<file path="config.mk">
export PLATFORM = sky130hd
export DESIGN_NAME = pla_array
export DESIGN_NICKNAME = d
export VERILOG_FILES = /design/src/rtl/pla_pkg.sv /design/src/rtl/pla_cfg_store.sv /design/src/rtl/pla_and_plane.sv /design/src/rtl/pla_or_plane.sv /design/src/rtl/pla_array.sv
export SDC_FILE = /design/constraint.sdc
export NUM_CORES = 1
export LEC_CHECK = 0
export CAP_MARGIN = 5
export CORE_MARGIN = 3
export CORE_UTILIZATION = 35
export DETAILED_ROUTE_END_ITERATION = 16
export PLACE_DENSITY = 0.51
export SLEW_MARGIN = 25
export SYNTH_ARGS = -nofsm -noshare
export SYNTH_HDL_FRONTEND = slang
export SYNTH_HIERARCHICAL = 1
export SYNTH_SLANG_ARGS = --single-unit
</file>
<file path="constraint.sdc">
create_clock -name clk -period 6.64 [get_ports clk]
set_input_delay 1.328 -clock clk [delete_from_list [all_inputs] [get_ports clk]]
set_output_delay 1.328 -clock clk [all_outputs]
set_load 0.01 [all_outputs]
</file>
<file path="src/rtl/pla_pkg.sv">
package pla_pkg;
  typedef enum logic {
    SHARE_GROUP = 1'b0,
    SHARE_MASK  = 1'b1
  } share_mode_e;

  localparam logic [1:0] LIT_OPEN = 2'b00;
  localparam logic [1:0] LIT_TRUE = 2'b01;
  localparam logic [1:0] LIT_COMP = 2'b10;
  localparam logic [1:0] LIT_BOTH = 2'b11;
endpackage

</file>
<file path="src/rtl/pla_cfg_store.sv">
module pla_cfg_store
  import pla_pkg::*;
#(
  parameter int N_IN  = 4,
  parameter int N_OUT = 3,
  parameter int GROUP = 3,
  localparam int N_ARR   = N_IN + N_OUT,
  localparam int LIT_W   = 2 * N_ARR,
  localparam int N_TERMS = N_OUT * GROUP,
  localparam int N_ROWS  = N_TERMS + 2 * N_OUT + 1,
  localparam int ADDR_W  = $clog2(N_ROWS)
) (
  input  logic                              clk,
  input  logic                              rst_n,
  input  logic                              we,
  input  logic [ADDR_W-1:0]                 addr,
  input  logic [LIT_W-1:0]                  wdata,
  output logic [N_TERMS-1:0][LIT_W-1:0]     term_rows,
  output logic [N_OUT-1:0][LIT_W-1:0]       en_rows,
  output logic [N_OUT-1:0][N_TERMS-1:0]     or_rows,
  output logic [N_OUT-1:0]                  pol,
  output share_mode_e                       mode
);
  localparam int EN_BASE   = N_TERMS;
  localparam int OR_BASE   = N_TERMS + N_OUT;
  localparam int CTRL_ADDR = N_TERMS + 2 * N_OUT;

  logic [N_TERMS-1:0][LIT_W-1:0] term_q, term_nxt;
  logic [N_OUT-1:0][LIT_W-1:0]   en_q, en_nxt;
  logic [N_OUT-1:0][N_TERMS-1:0] or_q, or_nxt;
  logic [N_OUT-1:0]              pol_q, pol_nxt;
  share_mode_e                   mode_q, mode_nxt;

  // Next-state: decode the row address and replace exactly one row.
  always_comb begin
    term_nxt = term_q;
    en_nxt   = en_q;
    or_nxt   = or_q;
    pol_nxt  = pol_q;
    mode_nxt = mode_q;
    for (int i = 0; i < N_TERMS; i++) begin
      if (addr == ADDR_W'(i)) term_nxt[i] = wdata;
    end
    for (int j = 0; j < N_OUT; j++) begin
      if (addr == ADDR_W'(EN_BASE + j)) en_nxt[j] = wdata;
      if (addr == ADDR_W'(OR_BASE + j)) or_nxt[j] = wdata[N_TERMS-1:0];
    end
    if (addr == ADDR_W'(CTRL_ADDR)) begin
      pol_nxt  = wdata[N_OUT-1:0];
      mode_nxt = share_mode_e'(wdata[N_OUT]);
    end
  end

  // Registers: data terms open, enable terms contradictory (outputs off).
  always_ff @(posedge clk or negedge rst_n) begin
    if (!rst_n) begin
      term_q <= '0;
      en_q   <= '1;
      or_q   <= '0;
      pol_q  <= '0;
      mode_q <= SHARE_GROUP;
    end else if (we) begin
      term_q <= term_nxt;
      en_q   <= en_nxt;
      or_q   <= or_nxt;
      pol_q  <= pol_nxt;
      mode_q <= mode_nxt;
    end
  end

  assign term_rows = term_q;
  assign en_rows   = en_q;
  assign or_rows   = or_q;
  assign pol       = pol_q;
  assign mode      = mode_q;

  // an idle port leaves every configuration row untouched.
  p_idle_holds_r10: assert property (@(posedge clk) disable iff (!rst_n)
    !we |=> ($stable(term_q) && $stable(en_q) && $stable(or_q)
             && $stable(pol_q) && $stable(mode_q)));

  genvar gi;
  generate
    for (gi = 0; gi < N_TERMS; gi++) begin : g_term_chk
      // a write to term row gi is visible after the edge.
      p_write_lands_r10: assert property (@(posedge clk) disable iff (!rst_n)
        (we && addr == ADDR_W'(gi)) |=> term_q[gi] == $past(wdata));
    end
  endgenerate
endmodule

</file>
<file path="src/rtl/pla_and_plane.sv">
module pla_and_plane #(
  parameter int N_ARR = 7,
  parameter int N_ROW = 12,
  localparam int LIT_W = 2 * N_ARR
) (
  input  logic                          clk,
  input  logic                          rst_n,
  input  logic [N_ARR-1:0]              arr_in,
  input  logic [N_ROW-1:0][LIT_W-1:0]   rows,
  output logic [N_ROW-1:0]              terms
);
  localparam logic [LIT_W-1:0] EVEN_MASK = {N_ARR{2'b01}};

  genvar gr, gk;
  generate
    for (gr = 0; gr < N_ROW; gr++) begin : g_row
      logic [N_ARR-1:0] lit_ok;
      for (gk = 0; gk < N_ARR; gk++) begin : g_lit
        // A connected true literal needs a 1, a connected complement a 0.
        assign lit_ok[gk] = !(rows[gr][2*gk]   && !arr_in[gk])
                         && !(rows[gr][2*gk+1] &&  arr_in[gk]);
      end
      assign terms[gr] = &lit_ok;

      // an unconnected term is a constant 1.
      p_open_term_one_r3: assert property (@(posedge clk) disable iff (!rst_n)
        (rows[gr] == '0) |-> terms[gr]);
      // a term holding both literals of one input is a constant 0.
      p_both_literals_zero_r4: assert property (@(posedge clk) disable iff (!rst_n)
        ((rows[gr] & (rows[gr] >> 1) & EVEN_MASK) != '0) |-> !terms[gr]);
    end
  endgenerate
endmodule

</file>
<file path="src/rtl/pla_or_plane.sv">
module pla_or_plane
  import pla_pkg::*;
#(
  parameter int N_OUT = 3,
  parameter int GROUP = 3,
  localparam int N_TERMS = N_OUT * GROUP
) (
  input  logic                          clk,
  input  logic                          rst_n,
  input  logic [N_TERMS-1:0]            terms,
  input  logic [N_OUT-1:0][N_TERMS-1:0] or_rows,
  input  share_mode_e                   mode,
  input  logic [N_OUT-1:0]              pol,
  output logic [N_OUT-1:0]              drv
);
  genvar gj;
  generate
    for (gj = 0; gj < N_OUT; gj++) begin : g_out
      logic grp_sum, mask_sum, sum;
      assign grp_sum  = |terms[gj*GROUP +: GROUP];
      assign mask_sum = |(terms & or_rows[gj]);
      assign sum      = (mode == SHARE_MASK) ? mask_sum : grp_sum;
      assign drv[gj]  = sum ^ pol[gj];

      // in group mode an all-zero group yields just the polarity bit.
      p_group_owns_r5: assert property (@(posedge clk) disable iff (!rst_n)
        (mode == SHARE_GROUP && terms[gj*GROUP +: GROUP] == '0)
          |-> drv[gj] == pol[gj]);
    end
  endgenerate
endmodule

</file>
<file path="src/rtl/pla_array.sv">
module pla_array
  import pla_pkg::*;
#(
  parameter int N_IN  = 4,
  parameter int N_OUT = 3,
  parameter int GROUP = 3,
  localparam int N_ARR   = N_IN + N_OUT,
  localparam int CFG_W   = 2 * N_ARR,
  localparam int N_TERMS = N_OUT * GROUP,
  localparam int N_ROWS  = N_TERMS + 2 * N_OUT + 1,
  localparam int ADDR_W  = $clog2(N_ROWS)
) (
  input  logic              clk,
  input  logic              rst_n,
  input  logic              cfg_we,
  input  logic [ADDR_W-1:0] cfg_addr,
  input  logic [CFG_W-1:0]  cfg_wdata,
  input  logic [N_IN-1:0]   in_i,
  input  logic [N_OUT-1:0]  pad_i,
  output logic [N_OUT-1:0]  out_drv,
  output logic [N_OUT-1:0]  out_en
);
  logic rst_meta_n, rst_sync_n;

  always_ff @(posedge clk or negedge rst_n) begin
    if (!rst_n) begin
      rst_meta_n <= 1'b0;
      rst_sync_n <= 1'b0;
    end else begin
      rst_meta_n <= 1'b1;
      rst_sync_n <= rst_meta_n;
    end
  end

  logic [N_TERMS-1:0][CFG_W-1:0]       term_rows;
  logic [N_OUT-1:0][CFG_W-1:0]         en_rows;
  logic [N_OUT-1:0][N_TERMS-1:0]       or_rows;
  logic [N_OUT-1:0]                    pol;
  share_mode_e                         mode;
  logic [N_TERMS+N_OUT-1:0][CFG_W-1:0] all_rows;
  logic [N_TERMS+N_OUT-1:0]            all_terms;
  logic [N_ARR-1:0]                    arr_in;

  pla_cfg_store #(.N_IN(N_IN), .N_OUT(N_OUT), .GROUP(GROUP)) u_store (
    .clk       (clk),
    .rst_n     (rst_sync_n),
    .we        (cfg_we),
    .addr      (cfg_addr),
    .wdata     (cfg_wdata),
    .term_rows (term_rows),
    .en_rows   (en_rows),
    .or_rows   (or_rows),
    .pol       (pol),
    .mode      (mode)
  );

  // Pad readings join the dedicated inputs regardless of the enables.
  assign arr_in   = {pad_i, in_i};
  assign all_rows = {en_rows, term_rows};

  pla_and_plane #(.N_ARR(N_ARR), .N_ROW(N_TERMS + N_OUT)) u_and (
    .clk    (clk),
    .rst_n  (rst_sync_n),
    .arr_in (arr_in),
    .rows   (all_rows),
    .terms  (all_terms)
  );

  pla_or_plane #(.N_OUT(N_OUT), .GROUP(GROUP)) u_or (
    .clk     (clk),
    .rst_n   (rst_sync_n),
    .terms   (all_terms[N_TERMS-1:0]),
    .or_rows (or_rows),
    .mode    (mode),
    .pol     (pol),
    .drv     (out_drv)
  );

  assign out_en = all_terms[N_TERMS +: N_OUT];
endmodule

</file>
==> run_results.csv <==
group,metric,value,unit
run_status,status,"complete, no violations",
synth,netlist_instances,606,
setup_path,crit_start,"pad_i[2]",
floorplan,die_h,165,um
pwr,p_per_area,337,nW/um2
detailed_routing,avgRoutedWirePerCell,21.3,um
clock_network,cts_tree,"done",
global_routing,grt_antenna_before_repair,0,
setup_path,critPathTopFamily,"buffers and inverters",
clock_network,h-tree-depth,1,
clock_network,clockRootBuffer,"clkbuf_16",
layout,multiInputGateArea,3600,um2
setup_path,slowest_delay,890,ps
setup_path,slowest_stage,"clkdlybuf4s50_1",
timing,slew_viol_final,0,
synth,postSynthAreaPerCell,14.7,um2
floorplan,die_w,165,um
timing,hold_viol_final,0,
timing,final.period_utilization,87.0,%
synth,ys_ff_latch,201,
setup_path,endpoint_kind,"output pin",
timing,totalNegativeSetupSlack,0,ps
setup_path,crit_path_cell_trace,"clkdlybuf4s50_1 > buf_4 > mux2i_1 > nand3_1 > nor2_1 > a22o_1 > a221oi_1 > a41oi_1 > xor2_1 > clkdlybuf4s50_1",
layout,fin_cells,985,
detailed_routing,drt_wl_total,21000,um
layout,final_nets,673,
floorplan,fp.dieArea,27300,um2
floorplan,num_io_pins,34,
setup_path,cp_max_fo,9,
layout,seqCellArea,5090,um2
floorplan,core_area,24600,um2
hold_path,min_path_type,"register to register",
detailed_routing,vias,5036,
detailed_routing,drc_errors,0,
placement,place_congestion,0.843,
timing,slew_headroom,30.5,%
timing,fin_crit,5770,ps
synth,synth_nets,634,
placement,dp_cells,944,
placement,place_ws,821,ps
synth,ys_types,26,
clock_network,clk_latency,490,ps
synth,seq_area_frac_synth,57.2,%
detailed_routing,drtPass1Iterations,4,
floorplan,start_util,36.1,%
layout,drive_above_1_share,44.2,%
detailed_routing,postRouteAntennaNets,0,
global_routing,grt_max_degree,79,
layout,final_common_cell,"mux2_2",
timing,setup_viol,0,
layout,final_cell_mix,"199 x mux2_2, 158 x dfrtp_1, 84 x mux2i_1",
pwr,irDropWorstVdd,0.000162,V
global_routing,overflow,0,
pwr,p_leak,4.42,nW
clock_network,ctsResizeCount,0,
synth,synth_area,8890,um2
timing,fmax,173,MHz
timing,timing.hold.ws,347,ps
clock_network,cts_setup_buffers,0,
job,maxCapViolations,0,
layout,diodes,0,
timing,fin_ws,866,ps
detailed_routing,drtIter0Drc,379,
layout,area_growth,15.1,%
setup_path,cp.required,5310,ps
clock_network,clock_path_buffers,3,
floorplan,rows,57,
setup_path,rr_startpoint,"rst_sync_n",
setup_path,worstPathArrival,4450,ps
setup_path,cp.buffers_inverters,3,
global_routing,grt_pass1_vias,5572,
layout,fillers,2277,
hold_path,hold_start,"rst_meta_n",
global_routing,grt_pass1_wl,32900,um
synth,synth_warnings,6,
timing,skew,9.55,ps
clock_network,cts-buffers-inserted,23,
setup_path,path_class,"input pin to output pin",
timing,tightestPinTransition,1040,ps
clock_network,holdBufCountCts,0,
timing,rsz0062_at_grt,"no",
placement,port_buffers,33,
detailed_routing,vias_per_cell,5.11,
setup_path,critPathLaunchType,"input pin",
setup_path,cpMostUsedCell,"clkdlybuf4s50_1",
clock_network,cts.sink_count,201,
placement,dp_hpwl,13600,um
clock_network,path_clk_slew,60,ps
global_routing,grt_use_total,15.8,%
-- per-stage QoR --
stage                     total power, mW  util (%)  instance area [um2]
after global routing                 3.65      41.6                10200
after global placement               2.31      38.8                 9550
after floorplan                      2.12         -                 8890
final                                3.45      41.6                10200
after detailed placement             2.34      38.8                 9550
after CTS                            3.50      41.6                10200
-- kinds of logic after synthesis --
logic type	synth area share (%)
multiplexers	34.7
flip-flops	57.2
AND/OR/NAND/NOR	3.83
buffers and inverters	2.35
AO/OA/AOI/OAI	1.62
XOR/XNOR	0.296
other	0.0422
-- path summary, 6_finish.rpt --
path,end,slack [ps],depth (start not counted)
max reg2reg,u_store/term_rows[9],4930,1
max,out_drv[0],870,10
min in group asynchronous,u_store/term_rows[54],430,0
min,rst_sync_n,350,0
min reg2reg,rst_sync_n,350,0
max in group asynchronous,u_store/term_rows[9],4930,1
-- synthesized netlist by cell type --
master | number | share of area [%]
a41oi_1 | 3 | 0.30
a221oi_2 | 2 | 0.34
and3_1 | 1 | 0.070
nand3b_1 | 3 | 0.25
nor2_2 | 2 | 0.14
a22o_1 | 6 | 0.59
conb_1 | 1 | 0.042
mux2i_1 | 84 | 9.5
mux2_2 | 199 | 25
nor2_1 | 20 | 0.84
buf_4 | 1 | 0.085
buf_6 | 7 | 0.89
xor2_1 | 3 | 0.30
or3_1 | 3 | 0.21
nand4_1 | 12 | 0.84
dfrtp_1 | 159 | 45
nor4_1 | 3 | 0.21
a221oi_1 | 4 | 0.39
nand3_1 | 13 | 0.73
buf_2 | 11 | 0.62
nor3b_1 | 1 | 0.085
or2b_1 | 1 | 0.085
dfstp_2 | 42 | 12
nand2_1 | 5 | 0.21
clkbuf_1 | 18 | 0.76
nand2b_1 | 2 | 0.14
-- where the power goes --
group	switching, mW	internal [mW]
Clock	0.458	0.676
Combinational	0.264	0.347
Sequential	0.152	1.55
-- sequential cells by signal (all words and copies together), names as in the netlist --
register / count
rst_meta_n: 1
rst_sync_n: 1
u_store/pol: 3
u_store/or_rows: 27
u_store/en_rows: 42
u_store/mode: 1
u_store/term_rows: 126
-- metal layers --
metal / part of all wire (%) / GRT usage, % / vias to the layer above
li1: - / - / 2281
met1: 46 / 21.2 / 2652
met2: 49 / 27.0 / 82
met3: 3.8 / 2.59 / 21
met4: 1.3 / 3.25 / 0
met5: 0 / 0 / -
-- layout make-up --
| cell class | count | area share, % |
|---|---|---|
| clock inverter | 2 | 0.0978 |
| sequential | 201 | 49.7 |
| timing repair buffer | 51 | 4.59 |
| multi-input combinational | 368 | 35.1 |
| clock buffer | 39 | 6.51 |
| tap | 324 | 3.96 |
(Power assumes the default switching activity.)
